==> src/rtl/ahdlc_pkg.sv <==
package ahdlc_pkg;

    localparam logic [7:0]  FLAG_CH   = 8'h7E;
    localparam logic [7:0]  ESC_CH    = 8'h7D;
    localparam logic [7:0]  ESC_FLIP  = 8'h20;
    localparam logic [15:0] CRC_SEED  = 16'hFFFF;
    localparam logic [15:0] CRC_POLYR = 16'h8408;
    localparam logic [15:0] CRC_MAGIC = 16'hF0B8;

    typedef enum logic [1:0] {
        FS_GOOD   = 2'd0,
        FS_BADFCS = 2'd1,
        FS_ABORT  = 2'd2,
        FS_LINE   = 2'd3
    } fr_status_e;

    typedef enum logic [1:0] {
        RX_HUNT = 2'd0,
        RX_OPEN = 2'd1,
        RX_DATA = 2'd2,
        RX_ESC  = 2'd3
    } rx_state_e;

    function automatic logic [15:0] crc_step(input logic [15:0] c, input logic [7:0] d);
        logic [15:0] r;
        r = c ^ {8'h00, d};
        for (int k = 0; k < 8; k++) begin
            r = r[0] ? ((r >> 1) ^ CRC_POLYR) : (r >> 1);
        end
        return r;
    endfunction

endpackage

==> src/rtl/ahdlc_crc16.sv <==
module ahdlc_crc16
    import ahdlc_pkg::*;
(
    input  logic       clk,
    input  logic       rst_n,
    input  logic       clr,
    input  logic       upd,
    input  logic [7:0] din,
    output logic       crc_ok
);

    logic [15:0] crc_q;

    always_ff @(posedge clk or negedge rst_n) begin
        if (!rst_n) begin
            crc_q <= CRC_SEED;
        end else if (clr) begin
            crc_q <= CRC_SEED;
        end else if (upd) begin
            crc_q <= crc_step(crc_q, din);
        end
    end

    assign crc_ok = (crc_q == CRC_MAGIC);


    crc_reseed_chk: assert property (@(posedge clk) disable iff (!rst_n)
        clr |=> (crc_q == CRC_SEED));


    crc_hold_chk: assert property (@(posedge clk) disable iff (!rst_n)
        (!clr && !upd) |=> $stable(crc_q));

endmodule

==> src/rtl/ahdlc_rx_ctrl.sv <==
module ahdlc_rx_ctrl
    import ahdlc_pkg::*;
(
    input  logic       clk,
    input  logic       rst_n,
    input  logic       rx_valid,
    input  logic [7:0] rx_char,
    input  logic       rx_frm_err,
    input  logic       rx_overrun,
    input  logic       rx_break,
    input  logic       carrier_ok,
    output logic       oct_push,
    output logic [7:0] oct_data,
    output logic       frm_close,
    output logic       frm_term,
    output fr_status_e term_code,
    output logic       frm_clr
);

    rx_state_e state_q, state_d;
    logic fault, take, is_flag, is_esc, live;

    assign fault   = !carrier_ok || (rx_valid && (rx_frm_err || rx_overrun || rx_break));
    assign take    = rx_valid && !fault;
    assign is_flag = (rx_char == FLAG_CH);
    assign is_esc  = (rx_char == ESC_CH);
    assign live    = (state_q == RX_DATA) || (state_q == RX_ESC);

    // state register
    always_ff @(posedge clk or negedge rst_n) begin
        if (!rst_n) begin
            state_q <= RX_HUNT;
        end else begin
            state_q <= state_d;
        end
    end

    // next state
    always_comb begin
        state_d = state_q;
        unique case (state_q)
            RX_HUNT: begin
                if (take && is_flag) state_d = RX_OPEN;          // hunt_sync
            end
            RX_OPEN: begin
                if (fault)                 state_d = RX_HUNT;    // line_drop
                else if (take && is_flag)  state_d = RX_OPEN;    // flag_repeat
                else if (take && is_esc)   state_d = RX_ESC;     // escape_in
                else if (take)             state_d = RX_DATA;    // first_octet
            end
            RX_DATA: begin
                if (fault)                 state_d = RX_HUNT;    // line_drop
                else if (take && is_flag)  state_d = RX_OPEN;    // frame_close
                else if (take && is_esc)   state_d = RX_ESC;     // escape_in
                else if (take)             state_d = RX_DATA;    // octet_more
            end
            RX_ESC: begin
                if (fault)                 state_d = RX_HUNT;    // line_drop
                else if (take && is_flag)  state_d = RX_OPEN;    // abort_seen
                else if (take)             state_d = RX_DATA;    // escape_out
            end
            default: state_d = RX_HUNT;
        endcase
    end

    // outputs
    always_comb begin
        oct_push  = 1'b0;
        oct_data  = rx_char;
        frm_close = 1'b0;
        frm_term  = 1'b0;
        term_code = FS_LINE;
        frm_clr   = 1'b0;
        unique case (state_q)
            RX_HUNT: begin
                frm_clr = take && is_flag;
            end
            RX_OPEN: begin
                frm_clr  = fault || (take && is_flag);
                oct_push = take && !is_flag && !is_esc;
            end
            RX_DATA: begin
                frm_clr   = fault || (take && is_flag);
                oct_push  = take && !is_flag && !is_esc;
                frm_close = take && is_flag;
                frm_term  = fault;
            end
            RX_ESC: begin
                frm_clr   = fault || (take && is_flag);
                oct_push  = take && !is_flag;
                oct_data  = rx_char ^ ESC_FLIP;
                frm_term  = fault || (take && is_flag);
                term_code = fault ? FS_LINE : FS_ABORT;
            end
            default: ;
        endcase
    end


    carrier_hunt_chk: assert property (@(posedge clk) disable iff (!rst_n)
        !carrier_ok |=> (state_q == RX_HUNT));


    fault_term_chk: assert property (@(posedge clk) disable iff (!rst_n)
        (fault && live) |-> (frm_term && term_code == FS_LINE && !oct_push));


    hunt_quiet_chk: assert property (@(posedge clk) disable iff (!rst_n)
        (state_q == RX_HUNT) |-> (!oct_push && !frm_close && !frm_term));


    flag_not_data_chk: assert property (@(posedge clk) disable iff (!rst_n)
        (take && is_flag) |-> !oct_push);

endmodule

==> src/rtl/ahdlc_holdback.sv <==
module ahdlc_holdback
    import ahdlc_pkg::*;
#(
    parameter int FCS_BYTES = 2
) (
    input  logic       clk,
    input  logic       rst_n,
    input  logic       oct_push,
    input  logic [7:0] oct_data,
    input  logic       frm_close,
    input  logic       frm_term,
    input  fr_status_e term_code,
    input  logic       frm_clr,
    input  logic       crc_ok,
    output logic       pl_valid,
    output logic [7:0] pl_data,
    output logic       pl_sof,
    output logic       pl_eof,
    output logic       fr_done,
    output fr_status_e fr_status
);

    localparam int HOLD      = FCS_BYTES + 1;
    localparam int MIN_FRAME = HOLD + 1;
    localparam int CNT_W     = $clog2(MIN_FRAME + 1);
    localparam logic [CNT_W-1:0] CNT_HOLD = CNT_W'(HOLD);
    localparam logic [CNT_W-1:0] CNT_MIN  = CNT_W'(MIN_FRAME);

    logic [7:0]       hold_q [HOLD];
    logic [CNT_W-1:0] cnt_q;

    always_ff @(posedge clk or negedge rst_n) begin
        if (!rst_n) begin
            for (int i = 0; i < HOLD; i++) hold_q[i] <= '0;
            cnt_q     <= '0;
            pl_valid  <= 1'b0;
            pl_data   <= '0;
            pl_sof    <= 1'b0;
            pl_eof    <= 1'b0;
            fr_done   <= 1'b0;
            fr_status <= FS_GOOD;
        end else begin
            pl_valid  <= 1'b0;
            pl_sof    <= 1'b0;
            pl_eof    <= 1'b0;
            fr_done   <= 1'b0;
            fr_status <= FS_GOOD;
            if (oct_push) begin
                hold_q[0] <= oct_data;
                for (int i = 1; i < HOLD; i++) hold_q[i] <= hold_q[i-1];
                if (cnt_q >= CNT_HOLD) begin
                    pl_valid <= 1'b1;
                    pl_data  <= hold_q[HOLD-1];
                    pl_sof   <= (cnt_q == CNT_HOLD);
                end
                if (cnt_q < CNT_MIN) cnt_q <= cnt_q + 1'b1;
            end
            if (frm_close && cnt_q >= CNT_MIN) begin
                pl_valid  <= 1'b1;
                pl_data   <= hold_q[HOLD-1];
                pl_eof    <= 1'b1;
                fr_done   <= 1'b1;
                fr_status <= crc_ok ? FS_GOOD : FS_BADFCS;
            end
            if (frm_term && cnt_q >= CNT_MIN) begin
                fr_done   <= 1'b1;
                fr_status <= term_code;
            end
            if (frm_clr) cnt_q <= '0;
        end
    end

    // checker state: a start marker was delivered and its frame is still open
    logic sof_open_q;
    always_ff @(posedge clk or negedge rst_n) begin
        if (!rst_n)       sof_open_q <= 1'b0;
        else if (pl_sof)  sof_open_q <= 1'b1;
        else if (fr_done) sof_open_q <= 1'b0;
    end


    sof_valid_chk: assert property (@(posedge clk) disable iff (!rst_n)
        pl_sof |-> (pl_valid && !pl_eof));


    eof_status_chk: assert property (@(posedge clk) disable iff (!rst_n)
        pl_eof |-> (pl_valid && fr_done && (fr_status == FS_GOOD || fr_status == FS_BADFCS)));


    term_nodata_chk: assert property (@(posedge clk) disable iff (!rst_n)
        (fr_done && (fr_status == FS_ABORT || fr_status == FS_LINE)) |-> !pl_valid);


    done_after_sof_chk: assert property (@(posedge clk) disable iff (!rst_n)
        fr_done |-> sof_open_q);


    done_pulse_chk: assert property (@(posedge clk) disable iff (!rst_n)
        fr_done |=> !fr_done);

endmodule

==> src/rtl/ahdlc_deframer.sv <==
module ahdlc_deframer
    import ahdlc_pkg::*;
#(
    parameter int FCS_BYTES = 2
) (
    input  logic       clk,
    input  logic       rst_n,
    input  logic       rx_valid,
    input  logic [7:0] rx_char,
    input  logic       rx_frm_err,
    input  logic       rx_overrun,
    input  logic       rx_break,
    input  logic       carrier_ok,
    output logic       pl_valid,
    output logic [7:0] pl_data,
    output logic       pl_sof,
    output logic       pl_eof,
    output logic       fr_done,
    output logic [1:0] fr_status
);

    logic       oct_push, frm_close, frm_term, frm_clr, crc_ok;
    logic [7:0] oct_data;
    fr_status_e term_code, status_e;

    ahdlc_rx_ctrl u_ctrl (
        .clk        (clk),
        .rst_n      (rst_n),
        .rx_valid   (rx_valid),
        .rx_char    (rx_char),
        .rx_frm_err (rx_frm_err),
        .rx_overrun (rx_overrun),
        .rx_break   (rx_break),
        .carrier_ok (carrier_ok),
        .oct_push   (oct_push),
        .oct_data   (oct_data),
        .frm_close  (frm_close),
        .frm_term   (frm_term),
        .term_code  (term_code),
        .frm_clr    (frm_clr)
    );

    ahdlc_crc16 u_crc (
        .clk    (clk),
        .rst_n  (rst_n),
        .clr    (frm_clr),
        .upd    (oct_push),
        .din    (oct_data),
        .crc_ok (crc_ok)
    );

    ahdlc_holdback #(.FCS_BYTES(FCS_BYTES)) u_hold (
        .clk       (clk),
        .rst_n     (rst_n),
        .oct_push  (oct_push),
        .oct_data  (oct_data),
        .frm_close (frm_close),
        .frm_term  (frm_term),
        .term_code (term_code),
        .frm_clr   (frm_clr),
        .crc_ok    (crc_ok),
        .pl_valid  (pl_valid),
        .pl_data   (pl_data),
        .pl_sof    (pl_sof),
        .pl_eof    (pl_eof),
        .fr_done   (fr_done),
        .fr_status (status_e)
    );

    assign fr_status = status_e;


    out_after_strobe_chk: assert property (@(posedge clk) disable iff (!rst_n)
        pl_valid |-> $past(rx_valid));


    no_flag_out_chk: assert property (@(posedge clk) disable iff (!rst_n)
        (pl_valid && pl_data == FLAG_CH) |-> $past(rx_char == ESC_CH || rx_char == 8'h5E || rx_valid));

endmodule

==> config.mk <==
export PLATFORM = sky130hd
export DESIGN_NAME = ahdlc_deframer
export DESIGN_NICKNAME = d
export VERILOG_FILES = /design/src/rtl/ahdlc_pkg.sv /design/src/rtl/ahdlc_crc16.sv /design/src/rtl/ahdlc_rx_ctrl.sv /design/src/rtl/ahdlc_holdback.sv /design/src/rtl/ahdlc_deframer.sv
export SDC_FILE = /design/constraint.sdc
export NUM_CORES = 1
export LEC_CHECK = 0
export ABC_AREA = 1
export BUFFER_PORTS_ARGS = -buffer_cell sky130_fd_sc_hd__buf_2
export CAP_MARGIN = 20
export CORE_ASPECT_RATIO = 0.6
export CORE_MARGIN = 3
export CORE_UTILIZATION = 35
export DETAILED_ROUTE_END_ITERATION = 10
export GPL_ROUTABILITY_DRIVEN = 0
export GPL_TIMING_DRIVEN = 0
export MAX_ROUTING_LAYER = met4
export REMOVE_ABC_BUFFERS = 1
export SLEW_MARGIN = 5
export SYNTH_ARGS = -nofsm -noshare
export SYNTH_HDL_FRONTEND = slang
export SYNTH_SLANG_ARGS = --single-unit
==> constraint.sdc <==
create_clock -name clk -period 2.2 [get_ports clk]
set_input_delay 0.44 -clock clk [delete_from_list [all_inputs] [get_ports clk]]
set_output_delay 0.44 -clock clk [all_outputs]
set_load 0.02 [all_outputs]
# [Word level (Yosys, flattened, before mapping)]
# Index checks and enable logic that the tools add are counted.
[word_totals] out_inout_bits=14 ff_bits=59
[classes] muxes=41 n_eq_ne=8 reduce_logical=25 bitwise_logic=10 addsub=1 n_lt_le_gt_ge=3
[op_table] cell="$mux 16" count=10
[op_table] cell="$mux 8" count=3
[op_table] cell="$not 2->3" count=8
[op_table] cell="$mux 2" count=10
[op_table] cell="$eq 16x16->1 const B" count=1
[op_table] cell="$eq 8x7->1 const B" count=2
[op_table] cell="$xor 16x8->16" count=1
[op_table] cell="$mux 1" count=10
[op_table] cell="$mux 3" count=3
[op_table] cell="$logic_and 1x1->1" count=8
[op_table] cell="$reduce_bool 2->1" count=4
[op_table] cell="$mux 6" count=1
[op_table] cell="$pmux 1 s2" count=3
[op_table] cell="$pmux 2 s3" count=1
[op_table] cell="$eq 2x2->1 const B" count=2
[op_table] cell="$logic_not 1->1" count=4
[op_table] cell="$logic_or 1x1->1" count=4
[op_table] cell="$reduce_and 2->1" count=2
[op_table] cell="$add 3x1->3 const B" count=1
[op_table] cell="$eq 3x2->1 const B" count=1
[op_table] cell="$ge 3x2->1 const B" count=1
[op_table] cell="$ge 3x3->1 const B" count=1
[op_table] cell="$lt 3x3->1 const B" count=1
[op_table] cell="$reduce_or 3->1" count=1
[op_table] cell="other kinds (5)" count=5

# [Longest topological paths before layout]
[logic_depth] ltp_word=21 depth_mapped=11 ltp_nobuf=11

# [Cells and area by module]
# A second synthesis with hierarchy kept.
[hier_totals] hier_cells=422 area_unflattened_um2=3195.6
[by_module_without_submodules] mod="ahdlc_holdback" instances=1 cells_per_inst=168 area_each_um2=1602.8 seq_area_each_um2=1026.0
[by_module_without_submodules] mod="ahdlc_crc16" instances=1 cells_per_inst=183 area_each_um2=1154.9 seq_area_each_um2=420.4
[by_module_without_submodules] mod="ahdlc_rx_ctrl" instances=1 cells_per_inst=71 area_each_um2=437.9 seq_area_each_um2=50.0

# [Least setup slack after synthesis]
# No wires, ideal clock.
[synth_path] path_kind="reg-to-reg" start="reg u_ctrl.state_q[0]" end="reg u_crc.crc_q[3]" path_buffers=2 path_stages_with_launch=11 arrival_time_ns=1.569 required_time_ns=2.139 path_slack_ns=0.570 path_cell_list="dfrtp_1 -> inv_1 -> ha_1 -> nor2_1 -> nor2_2 -> nand2_2 -> nor2_4 -> buf_6 -> buf_8 -> nand3_1 -> nand2_1"
[synth_between] elab_chain_len=4 word_cells_on_any_way=10 cone_classes="3 x eq/ne; 3 x mux; 4 x reduce/logical"
[synth_rtl] item="start, declared" line="ahdlc_rx_ctrl.sv:20" source="rx_state_e state_q, state_d;"
[synth_rtl] item="start signal, assigned" line="ahdlc_rx_ctrl.sv:34" source="state_q <= state_d;"
[synth_rtl] item="$eq 2x1->1 or $eq 2x2->1 (tied branches)"
[synth_rtl] item="$reduce_or 3->1 (no source line) or $reduce_or 2->1 (tied branches)"
[synth_rtl] item="$pmux 1 s2" line="ahdlc_rx_ctrl.sv:74" source="unique case (state_q)"
[synth_rtl] item="$mux 16 or $reduce_bool 2->1 (tied branches)"
[synth_rtl] item="end signal, assigned" line="ahdlc_crc16.sv:20" source="crc_q <= crc_step(crc_q, din);"
[synth_rtl] item="end, declared" line="ahdlc_crc16.sv:12" source="logic [15:0] crc_q;"
# Several ways; a longest one is shown, not always the timed one.
# A chain may end at the register's enable or synchronous reset.

# [Worst setup path after layout]
[layout_path] start="reg u_ctrl.state_q[1]" end="reg u_crc.crc_q[5]"
# The elaborated chain is that of the path after synthesis.

==> metrics.md <==
| Metric | Value |
|---|---|
| Slew Limit Fails | `0` |
| Core area | `8130 um2` |
| Critical path peak fanout | `46` |
| Largest net degree at the start of global routing | `47` |
| Final Setup Violations | `0` |
| Post-Route WL | `slightly below 7 mm` |
| Total CTS buffers | `9` |
| P per Cell Area | `slightly below 1000 nW/um2` |
| Clock root cell | `clkbuf_16` |
| Vias in the first global route | `around 2.3k` |
| Final nets | `410` |
| Cell family with most CP delay | `simple AND/OR/NAND/NOR gates` |
| Initial Util | `0.372` |
| Synth unique cells | `32` |
| Worst reg2reg path depth | `6` |
| DRC Markers | `0` |
| CP Class | `reg -> reg` |
| Required time of the critical path | `between 2 and 2.5 ns` |
| Crit. End Element | `flip-flop` |
| Hold_ws | `0.0918 ns` |
| Yosys reg bits | `59` |
| Maxcap violations | `0` |
| Outcome | `finished, final reports clean` |
| Area Overhead vs Synth | `18.3%` |
| Synth Area per Inst | `between 8 and 9 um2` |
| Slew Limit Headroom | `0.574` |
| Synthesized area | `3020 um2` |
| CTS tree | `done` |
| Crit path depth | `6` |
| Worst Tran Pin Value | `between 0.6 and 0.7 ns` |
| H-tree levels | `3` |
| Register area share after synthesis | `0.495` |
| Total clock sinks | `a little under 60` |
| Crit-path cells | `inv_1 -> ha_4 -> nor2_1 -> nor2_2 -> nand4_4 -> o211ai_1` |
| CP startpoint kind | `flip-flop` |
| Ant diodes | `0` |
| Warnings from Yosys | `0` |
| Drt pass-1 iters | `4` |
| Period Utilization, post-route | `0.942` |
| CP bufs+invs | `1` |
| First-pass GRT wire length | `roughly 12 mm` |
| Worst Skew | `~0.0073 ns` |
| Avg WL per Cell | `roughly 14 um` |
| Post-Place Cell Area | `about 3300 um2` |
| Remaining Overflow, GRT | `0` |
| Die Wd | `126 um` |
| Arr. time, crit path | `between 2 and 2.5 ns` |
| FF/Latch Area | `roughly 1500 um2` |
| Worst skew pair latency | `around 0.33 ns` |
| Post-DP HPWL | `4.64 mm` |
| Die ar. | `~9800 um2` |
| Slowest CP cell | `nand4_4` |
| Min-Delay Path Class | `in -> async` |
| Post-route cell area | `~3600 um2` |
| Post-CTS Repair Setup Buffers | `0` |
| Final hold viol count | `0` |
| Clk slew on worst S/H paths | `around 0.05 ns` |
| Unrepaired setup endpoints after global routing | `true` |
| CP max stage delay | `around 0.53 ns` |
| Post-route ant nets | `0` |
| Port bufs | `28` |
| Max frequency | `0.482 GHz` |
| DIE HEIGHT | `78 um` |
| Synthesized instance count | `between 300 and 400` |
| Longest Clk Path Bufs | `2` |
| Fill count | `about 840` |
| Area of the multi-input gates | `between 1000 and 1500 um2` |
| Cell row count | `25` |
| Share of cells above drive strength 1 | `0.221` |
| Minimum clock period | `2.07 ns` |
| Lkg Pwr | `0.00186 uW` |
| Via density | `4.76` |
| Antenna violations before repair | `0` |
| Gr usage total | `0.158` |
| CTS Hold Bufs | `0` |
| Total number of vias | `about 2.4k` |
| First-iteration detailed-routing DRC count | `between 150 and 200` |
| Worst IR Drop VDD | `between 0.3 and 0.4 mV` |
| Ports | `29` |
==> sequential cells by signal, summed over array words and instances, names as in the netlist <==
register,count
u_hold.fr_status,2
u_hold.pl_sof,1
u_hold.hold_q,24
u_ctrl.state_q,2
u_crc.crc_q,16
u_hold.pl_eof,1
u_hold.cnt_q,3
u_hold.pl_data,8
u_hold.fr_done,1
u_hold.pl_valid,1
==> cells in the final DEF, fill, tap and decap left out, drive strengths merged, types with 5 or more instances in the layout <==
| master | synthesis | routed |
|---|---|---|
| nand2 | 114 | 114 |
| dfrtp | 43 | 43 |
| inv | 41 | 41 |
| nand3 | 31 | 31 |
| buf | 8 | 30 |
| o21ai | 27 | 27 |
| nor2 | 22 | 24 |
| dfstp | 16 | 16 |
| a21oi | 13 | 13 |
| clkbuf | 2 | 11 |
| nand4 | 9 | 9 |
| o211ai | 8 | 8 |
| xnor2 | 7 | 7 |
| ha | 7 | 7 |
| xor2 | 5 | 5 |
| clkinv | 1 | 5 |
==> Yosys cell counts <==
master	n	area [um2]
buf_6	2	22.5
nand2_4	3	33.8
buf_2	5	25.0
a21oi_1	11	55.1
nand4_2	1	12.5
nor2_4	3	33.8
ha_1	7	87.6
xor2_1	5	43.8
nand2_1	108	405
nand3_2	2	20.0
dfstp_2	16	420
clkinv_2	1	5.00
nand2_2	3	18.8
nor2_1	17	63.8
inv_1	40	150
o21ai_2	1	8.76
o211ai_2	3	37.5
o21ai_0	24	120
a21oi_2	2	17.5
o211ai_1	5	37.5
clkbuf_1	1	3.75
buf_8	1	15.0
nand3_1	29	145
dfrtp_1	43	1080
nand4_1	7	43.8
o21ai_1	2	10.0
nor2_2	2	12.5
a21boi_0	1	7.51
nand4_4	1	21.3
xnor2_1	7	61.3
inv_2	1	3.75
clkbuf_2	1	5.00
==> report_power, final <==
group / internal, uW / switching, uW / leakage [uW] / total (uW)
clock: 871 / 467 / 0.000143 / 1340
combinational: 232 / 445 / 0.000988 / 677
sequential: 1340 / 124 / 0.000728 / 1470
==> stage by stage <==
step / worst slack [ns] / power, uW / instances / setup TNS, ns / utilization
floorplan: 0.180 / 1910 / 345 / 0 / -
global placement: -0.245 / 2070 / 481 / -2.55 / 0.397
detailed placement: -0.264 / 2110 / 483 / -2.41 / 0.400
CTS: -0.00402 / 3510 / 500 / -0.00402 / 0.438
global route: -0.0825 / 3710 / 501 / -0.275 / 0.440
finish: 0.127 / 3480 / 501 / 0 / 0.440
==> what timing repair did <==
item / in CTS / in global routing
pin swaps: 2 / 3
gates cloned: 1 / 1
endpoints found under the setup margin: 17 / 33
resized for setup: 3 / 2
==> layer usage <==
layer	routed length, um	global-route usage
met1	3460	0.225
met2	2940	0.214
met3	452	0.0509
met4	57	0.0450
met5	0	-
==> final cells by class <==
type | count | share of cell area
flip-flops and latches | 59 | 0.418
multi-input cells | 246 | 0.373
clock buffers | 11 | 0.0651
repair buffers | 30 | 0.0469
inverters | 42 | 0.0444
well taps | 108 | 0.0378
clock inverters | 5 | 0.0150
==> kinds of logic (layout without fill, tap and decap cells) <==
logic type,Yosys count,in the layout,synth area share
adder cells (fa/ha/maj),7,7,0.0290
XOR/XNOR,12,12,0.0348
flip-flops,59,59,0.495
AND/OR/NAND/NOR,176,178,0.268
AO/OA/AOI/OAI,49,49,0.0972
buffers and inverters,52,88,0.0761
==> path summary, 6_finish.rpt <==
path                                            endpoint                          start  slack, ns
min reg2reg                u_hold.pl_data[3]$_DFFE_PN0P_   u_hold.hold_q[3]$_DFFE_PN0P_       0.47
min                         u_hold.hold_q[4]$_DFFE_PN0P_                          rst_n       0.09
max in group asynchronous    u_crc.crc_q[10]$_DFFE_PN1P_                          rst_n       1.47
max                           u_crc.crc_q[5]$_DFFE_PN1P_  u_ctrl.state_q[1]$_DFFE_PN0P_       0.13
min in group clk           u_hold.hold_q[18]$_DFFE_PN0P_                     rx_char[2]       0.36
max reg2reg                   u_crc.crc_q[5]$_DFFE_PN1P_  u_ctrl.state_q[1]$_DFFE_PN0P_       0.13
Power figures use the tool's default switching activity.
